**config.mk**
```make
export PLATFORM = sky130hd
export DESIGN_NAME = cfg_i2c_target
export DESIGN_NICKNAME = d
export VERILOG_FILES = /design/src/rtl/cfg_i2c_pkg.sv /design/src/rtl/i2c_line_events.sv /design/src/rtl/cfg_reg_bank.sv /design/src/rtl/i2c_target_ctrl.sv /design/src/rtl/cfg_i2c_target.sv
export SDC_FILE = /design/constraint.sdc
export NUM_CORES = 1
export LEC_CHECK = 0
export CORE_UTILIZATION = 50
export DETAILED_ROUTE_END_ITERATION = 7
export PLACE_DENSITY_LB_ADDON = 0.2
export SYNTH_ARGS = -nofsm -noshare
export SYNTH_HDL_FRONTEND = slang
export SYNTH_SLANG_ARGS = --single-unit
```
**constraint.sdc**
```tcl
create_clock -name clk -period 3.05 [get_ports clk]
set_input_delay 0.305 -clock clk [delete_from_list [all_inputs] [get_ports clk]]
set_output_delay 0.305 -clock clk [all_outputs]
set_load 0.02 [all_outputs]
```
**src/rtl/cfg_i2c_pkg.sv**
```systemverilog
package cfg_i2c_pkg;

    typedef enum logic [2:0] {
        ST_IDLE,
        ST_ADDR,
        ST_ACK,
        ST_RECV,
        ST_SEND,
        ST_HACK
    } tgt_state_e;

    // Fixed address bits; strap pins fill positions 4, 1 and 0.
    localparam logic [6:0] ADDR_FIXED = 7'b1100000;

    function automatic logic [6:0] build_addr(input logic [2:0] strap);
        return {ADDR_FIXED[6:5], strap[2], ADDR_FIXED[3:2], strap[1], strap[0]};
    endfunction

endpackage

```
**src/rtl/i2c_line_events.sv**
```systemverilog
module i2c_line_events (
    input  logic clk,
    input  logic rst_n,
    input  logic scl_i,
    input  logic sda_i,
    output logic scl_rise,
    output logic scl_fall,
    output logic start_det,
    output logic stop_det
);
    typedef struct packed {
        logic scl;
        logic sda;
    } line_t;

    line_t q, d;

    always_comb begin
        d.scl = scl_i;
        d.sda = sda_i;
    end

    always_ff @(posedge clk or negedge rst_n) begin
        if (!rst_n) begin
            q <= '{scl: 1'b1, sda: 1'b1};
        end else begin
            q <= d;
        end
    end

    assign scl_rise  = scl_i & ~q.scl;
    assign scl_fall  = ~scl_i & q.scl;
    assign start_det = scl_i & q.scl & q.sda & ~sda_i;
    assign stop_det  = scl_i & q.scl & ~q.sda & sda_i;

endmodule

```
**src/rtl/cfg_reg_bank.sv**
```systemverilog
module cfg_reg_bank #(
    parameter int NUM_REGS = 8,
    parameter int PTR_W    = $clog2(NUM_REGS + 1)
) (
    input  logic                    clk,
    input  logic                    rst_n,
    input  logic                    we,
    input  logic [PTR_W-1:0]        waddr,
    input  logic [7:0]              wdata,
    output logic [NUM_REGS*8-1:0]   bank
);
    for (genvar g = 0; g < NUM_REGS; g++) begin : g_reg
        logic [7:0] byte_d, byte_q;

        always_comb begin
            byte_d = byte_q;
            if (we && (waddr == PTR_W'(g))) begin
                byte_d = wdata;
            end
        end

        always_ff @(posedge clk or negedge rst_n) begin
            if (!rst_n) begin
                byte_q <= 8'h00;
            end else begin
                byte_q <= byte_d;
            end
        end

        assign bank[g*8 +: 8] = byte_q;
    end

endmodule

```
**src/rtl/i2c_target_ctrl.sv**
```systemverilog
module i2c_target_ctrl
    import cfg_i2c_pkg::*;
#(
    parameter int NUM_REGS = 8,
    parameter int PTR_W    = $clog2(NUM_REGS + 1)
) (
    input  logic                    clk,
    input  logic                    rst_n,
    input  logic                    sda_i,
    input  logic                    scl_rise,
    input  logic                    scl_fall,
    input  logic                    start_det,
    input  logic                    stop_det,
    input  logic [6:0]              tgt_addr,
    input  logic [NUM_REGS*8-1:0]   cfg_flat,
    output logic                    sda_oe,
    output logic                    bank_we,
    output logic [PTR_W-1:0]        bank_waddr,
    output logic [7:0]              bank_wdata
);
    localparam logic [PTR_W-1:0] LAST_IDX = PTR_W'(NUM_REGS - 1);
    localparam logic [PTR_W-1:0] FULL_IDX = PTR_W'(NUM_REGS);

    typedef struct packed {
        tgt_state_e       st;
        logic [3:0]       cnt;
        logic [7:0]       sh;
        logic             rd;
        logic             fill;
        logic             nack;
        logic             oe;
        logic [PTR_W-1:0] ptr;
    } ctl_t;

    ctl_t q, d;

    logic [PTR_W-1:0] rd_idx_cur, rd_idx_nxt;
    logic [7:0]       rd_byte_cur, rd_byte_nxt;
    logic [7:0]       rx_byte;

    always_comb begin
        rd_idx_cur  = (q.ptr >= LAST_IDX) ? LAST_IDX : q.ptr;
        rd_idx_nxt  = (q.ptr >= LAST_IDX) ? LAST_IDX : q.ptr + 1'b1;
        rd_byte_cur = cfg_flat[32'(rd_idx_cur)*8 +: 8];
        rd_byte_nxt = cfg_flat[32'(rd_idx_nxt)*8 +: 8];
        rx_byte     = {q.sh[6:0], sda_i};
    end

    always_comb begin
        d          = q;
        bank_we    = 1'b0;
        bank_waddr = q.ptr;
        bank_wdata = rx_byte;

        if (stop_det) begin
            d.st = ST_IDLE;
            d.oe = 1'b0;
        end else if (start_det) begin
            d.st  = ST_ADDR;
            d.cnt = '0;
            d.oe  = 1'b0;
            d.ptr = '0;
        end else begin
            unique case (q.st)
                ST_IDLE: begin
                    d.oe = 1'b0;
                end
                ST_ADDR: begin
                    if (scl_rise) begin
                        d.sh  = rx_byte;
                        d.cnt = q.cnt + 4'd1;
                        if (q.cnt == 4'd7) begin
                            if (q.sh[6:0] == tgt_addr) begin
                                d.st   = ST_ACK;
                                d.rd   = sda_i;
                                d.fill = ~sda_i;
                            end else begin
                                d.st = ST_IDLE;
                            end
                        end
                    end
                end
                ST_ACK: begin
                    if (scl_fall) begin
                        if (!q.oe) begin
                            d.oe = 1'b1;
                        end else begin
                            d.cnt = '0;
                            if (q.rd) begin
                                d.st = ST_SEND;
                                d.sh = rd_byte_cur;
                                d.oe = ~rd_byte_cur[7];
                            end else begin
                                d.st = ST_RECV;
                                d.oe = 1'b0;
                            end
                        end
                    end
                end
                ST_RECV: begin
                    if (scl_rise) begin
                        d.sh  = rx_byte;
                        d.cnt = q.cnt + 4'd1;
                        if (q.cnt == 4'd7) begin
                            d.st = ST_ACK;
                            if (q.fill) begin
                                d.fill = 1'b0;
                            end else if (q.ptr < FULL_IDX) begin
                                bank_we = 1'b1;
                                d.ptr   = q.ptr + 1'b1;
                            end
                        end
                    end
                end
                ST_SEND: begin
                    if (scl_rise) begin
                        d.cnt = q.cnt + 4'd1;
                    end else if (scl_fall) begin
                        if (q.cnt == 4'd8) begin
                            d.oe = 1'b0;
                            d.st = ST_HACK;
                        end else begin
                            d.sh = {q.sh[6:0], 1'b0};
                            d.oe = ~q.sh[6];
                        end
                    end
                end
                ST_HACK: begin
                    if (scl_rise) begin
                        d.nack = sda_i;
                    end else if (scl_fall) begin
                        if (q.nack) begin
                            d.st = ST_IDLE;
                        end else begin
                            d.st  = ST_SEND;
                            d.cnt = '0;
                            d.ptr = rd_idx_nxt;
                            d.sh  = rd_byte_nxt;
                            d.oe  = ~rd_byte_nxt[7];
                        end
                    end
                end
                default: begin
                    d.st = ST_IDLE;
                    d.oe = 1'b0;
                end
            endcase
        end
    end

    always_ff @(posedge clk or negedge rst_n) begin
        if (!rst_n) begin
            q <= '{st: ST_IDLE, cnt: '0, sh: '0, rd: 1'b0, fill: 1'b0,
                   nack: 1'b0, oe: 1'b0, ptr: '0};
        end else begin
            q <= d;
        end
    end

    assign sda_oe = q.oe;

endmodule

```
**src/rtl/cfg_i2c_target.sv**
```systemverilog
module cfg_i2c_target
    import cfg_i2c_pkg::*;
#(
    parameter int NUM_REGS = 8,
    localparam int PTR_W   = $clog2(NUM_REGS + 1)
) (
    input  logic                    clk,
    input  logic                    rst_n,
    input  logic                    scl_i,
    input  logic                    sda_i,
    input  logic [2:0]              strap,
    output logic                    sda_oe,
    output logic [NUM_REGS*8-1:0]   cfg_bank
);
    logic             scl_rise, scl_fall, start_det, stop_det;
    logic             bank_we;
    logic [PTR_W-1:0] bank_waddr;
    logic [7:0]       bank_wdata;
    logic [6:0]       tgt_addr;

    assign tgt_addr = build_addr(strap);

    i2c_line_events u_events (
        .clk       (clk),
        .rst_n     (rst_n),
        .scl_i     (scl_i),
        .sda_i     (sda_i),
        .scl_rise  (scl_rise),
        .scl_fall  (scl_fall),
        .start_det (start_det),
        .stop_det  (stop_det)
    );

    i2c_target_ctrl #(.NUM_REGS(NUM_REGS), .PTR_W(PTR_W)) u_ctrl (
        .clk        (clk),
        .rst_n      (rst_n),
        .sda_i      (sda_i),
        .scl_rise   (scl_rise),
        .scl_fall   (scl_fall),
        .start_det  (start_det),
        .stop_det   (stop_det),
        .tgt_addr   (tgt_addr),
        .cfg_flat   (cfg_bank),
        .sda_oe     (sda_oe),
        .bank_we    (bank_we),
        .bank_waddr (bank_waddr),
        .bank_wdata (bank_wdata)
    );

    cfg_reg_bank #(.NUM_REGS(NUM_REGS), .PTR_W(PTR_W)) u_bank (
        .clk   (clk),
        .rst_n (rst_n),
        .we    (bank_we),
        .waddr (bank_waddr),
        .wdata (bank_wdata),
        .bank  (cfg_bank)
    );

endmodule

```
==> results.json <==
{
  "outcome": "finished clean",
  "dpl_worst_slack_ns": 0.380,
  "setup-tns-final_ns": 0,
  "power.switching_fraction": 0.334,
  "die_width_um": 108,
  "netlist_area_um2": 5590,
  "clockBufferDepth": 2,
  "placement_rows": 38,
  "synth_largest_area_cell": "sky130_fd_sc_hd__dfrtp_1",
  "via_count": 4956,
  "leakage_nw": 2.70,
  "die_area_um2": 11600,
  "utilization": 0.609,
  "synth_seq_area_share": 0.394,
  "finish.net_count": 615,
  "floorplan.die.height_um": 108,
  "grt_first_pass_wirelength_um": 28200,
  "synth_top_area_share": 0.385,
  "dominantRegCellSynth": "sky130_fd_sc_hd__dfrtp_1",
  "grt_antenna_before_repair": 0,
  "timing.critical_path.cells": "inv_1, ha_1, buf_4, a211oi_2, nand2_1, o2bb2ai_1, a32oi_1, a41oi_1",
  "timing.final.hold_violations": 0,
  "timing.setup.critical_path_class": "reg -> reg",
  "cts-resized-gates": 0,
  "routed_wire_length_per_instance_um": 23.6,
  "drcViolationCount": 0,
  "firstDrtPassIters": 5,
  "pin_count_of_the_biggest_net_entering_global_routing": 77,
  "io_pins": 72,
  "worstSetupEndpointType": "flip-flop",
  "core_um2": 10900,
  "path_clk_slew_ns": 0.09,
  "setup_repair_after_global_routing_missed_its_margin": "false",
  "worstPathMaxFanout": 14,
  "first_global_vias": 5077,
  "ys_types": 73,
  "proportion_of_layout_cells_with_a_drive_suffix_above_1": 0.223,
  "asyncSetResetFlopFracSynth": 1.00,
  "setup_viol_count_final": 0,
  "netlist_top_cells_count": "sky130_fd_sc_hd__dfrtp_1, sky130_fd_sc_hd__mux2_2, sky130_fd_sc_hd__a21oi_1, sky130_fd_sc_hd__nand2_1, sky130_fd_sc_hd__o21ai_0",
  "slowest_stage": "sky130_fd_sc_hd__a211oi_2",
  "fillers": 928,
  "crit-reg2reg-launch": "u_ctrl.bank_waddr[1]",
  "fin_area_um2": 6630,
  "timing.final.crit_share": 0.905,
  "antenna-diode-count": 0,
  "ys_top_cells_by_area": "sky130_fd_sc_hd__dfrtp_1, sky130_fd_sc_hd__mux2_2, sky130_fd_sc_hd__mux2i_1, sky130_fd_sc_hd__a21oi_1, sky130_fd_sc_hd__o21ai_0",
  "cap_viol_max_count": 0,
  "placed_cell_area_um2": 6430,
  "worst_pin_slew_ns": 0.815,
  "achievable-frequency_mhz": 362,
  "numClockSinks": 88,
  "cts-buffers-inserted": 9,
  "worstPathArrival_ns": 2.97,
  "clock_skew_ns": 0.0103,
  "ctsRootBufferMaster": "sky130_fd_sc_hd__clkbuf_8",
  "crit_start": "u_ctrl.bank_waddr[1]",
  "groute.usage.overall": 0.328,
  "globalRouteOverflowTotal": 0,
  "via_per_inst": 6.64,
  "layout_area_overhead_pct": 18.6,
  "setup_slack_ns": 0.289,
  "timing.hold.worst.class": "in -> async",
  "cp_slowest_stage_delay_ns": 0.66,
  "synth-seq-cells": 88,
  "synth_nets": 553,
  "effective_utilization_at_floorplan": 0.513,
  "power.density_cell_area_nw_per_um2": 407,
  "post_layout_cell_count": 746,
  "clock_latency_ns": 0.38,
  "finalPower_mw": 2.70,
  "power.share.sequential": 0.535,
  "finalWorstPathRequiredPeriod_ns": 2.76,
  "cell_with_the_most_instances_after_synthesis": "sky130_fd_sc_hd__dfrtp_1",
  "clock_power_share": 0.304,
  "postRouteAntennaNets": 0,
  "placed_cells": 730,
  "wirelength_um": 17600,
  "detail_route.iter0.violations": 386,
  "share_comb_of_total_power": 0.161,
  "place.gp.congestion": 0.936,
  "ys_warn_count": 0,
  "syn-mean-instance-area_um2": 10.4,
  "syn_inst": 540,
  "internal_power_mw": 1.80,
  "slew_violations": 0,
  "dp_hpwl_um": 12000,
  "endpoint_required_time_on_the_critical_path_ns": 3.26,
  "postCtsSetupRepairBufs": 0,
  "slew_headroom": 0.457,
  "finalHoldWorstSlack_ns": 0.506,
  "tritoncts_clock_tree": "done",
  "synth-edff-count": 0,
  "total_switching_power_mw": 0.902,
  "critical_path.startpoint_type": "flip-flop",
  "place.port_buffers": 71,
  "cts.htree.levels": 3,
  "peak_vdd_ir_mv": 0.255
}
cell type report:
type,count,area (um^2),share of cell area
multi-input cells,403,3170,0.478
flip-flops and latches,88,2210,0.333
repair buffers,90,853,0.129
well taps,140,175,0.0264
clock buffers,11,141,0.0213
clock inverters,4,45.0,0.00680
inverters,10,37.5,0.00566
flip-flops by register name, summed over array words and instances, names as in the netlist:
signal             cells
u_ctrl.q              10
u_ctrl.bank_waddr      4
u_ctrl.sda_oe          1
u_ctrl.bank_wdata      7
u_events.q             2
u_bank.g.byte_q       64
worst max-delay path: cells and delay by family (launching register included):
kind                       cells  cell delay [ns]
adders and majority gates      1             0.31
and+or+nand+nor                1             0.15
DFF                            1             0.56
AOI/OAI and AO/OA              4             1.21
buffers and inverters          2             0.35
power groups by stage:
stage,clock [mW],sequential [mW],combinational (mW)
5_1_grt,0.883,1.46,0.477
2_1_floorplan,0,1.29,0.380
3_5_place_dp,0,1.46,0.424
4_1_cts,0.832,1.44,0.428
3_3_place_gp,0,1.46,0.416
6_report,0.822,1.44,0.434
cell families (layout without fill, tap and decap cells):
logic type,after synthesis,after routing,share of synthesized area
AOI/OAI and AO/OA,158,158,0.195
and+or+nand+nor,135,135,0.145
muxes,100,100,0.207
DFF,88,88,0.394
buffers and inverters,49,115,0.0387
adders and majority gates,6,6,0.0134
xor gates and xnor gates,4,4,0.00627
worst paths after layout:
path                                             end  slack [ns]  cells past startpoint
hold / removal                          u_ctrl.q[21]        0.51                      2
min in group clk                         u_ctrl.q[6]        0.52                      2
setup reg to reg                u_ctrl.bank_wdata[7]        0.29                      8
max in group asynchronous  u_bank.g_reg[6].byte_q[3]        1.76                      3
hold reg to reg                          u_ctrl.q[6]        0.52                      2
setup / recovery                u_ctrl.bank_wdata[7]        0.29                      8
timing repair:
item | CTS | global route
endpoints found under the setup margin | 0 | 0
endpoints found under the hold margin | 45 | 0
hold buffers | 1 | 0
routing by layer:
layer  global-route usage  vias up  wire length [um]
met2                0.531      246              8630
met4                0.177        0               756
met5                    0        -                 0
li1                     -     2177                 -
met1                0.417     2478              7290
met3               0.0569       55               958
cell usage in the layout (no fill, tap or decap), drive strengths merged, types with 4 or more instances in the layout:
cell           instances
o21a                   8
dfrtp                 86
inv                   10
nand3                  4
o311ai                 6
nor3b                  8
a211oi                 7
and2                  11
mux2i                 19
nor2b                  5
clkdlybuf4s50         70
o21ai                 30
nand2                 35
clkbuf                11
and3b                  5
a21boi                 4
o22ai                 14
a31oi                  5
a221oi                11
o211ai                 4
o32ai                  4
or4b                   5
buf                   19
a211o                  6
or3                    6
nor3                   8
mux2                  76
mux4                   5
nand2b                14
ha                     6
a41oi                  6
nor2                  16
a21oi                 35
(Power assumes the default switching activity.)
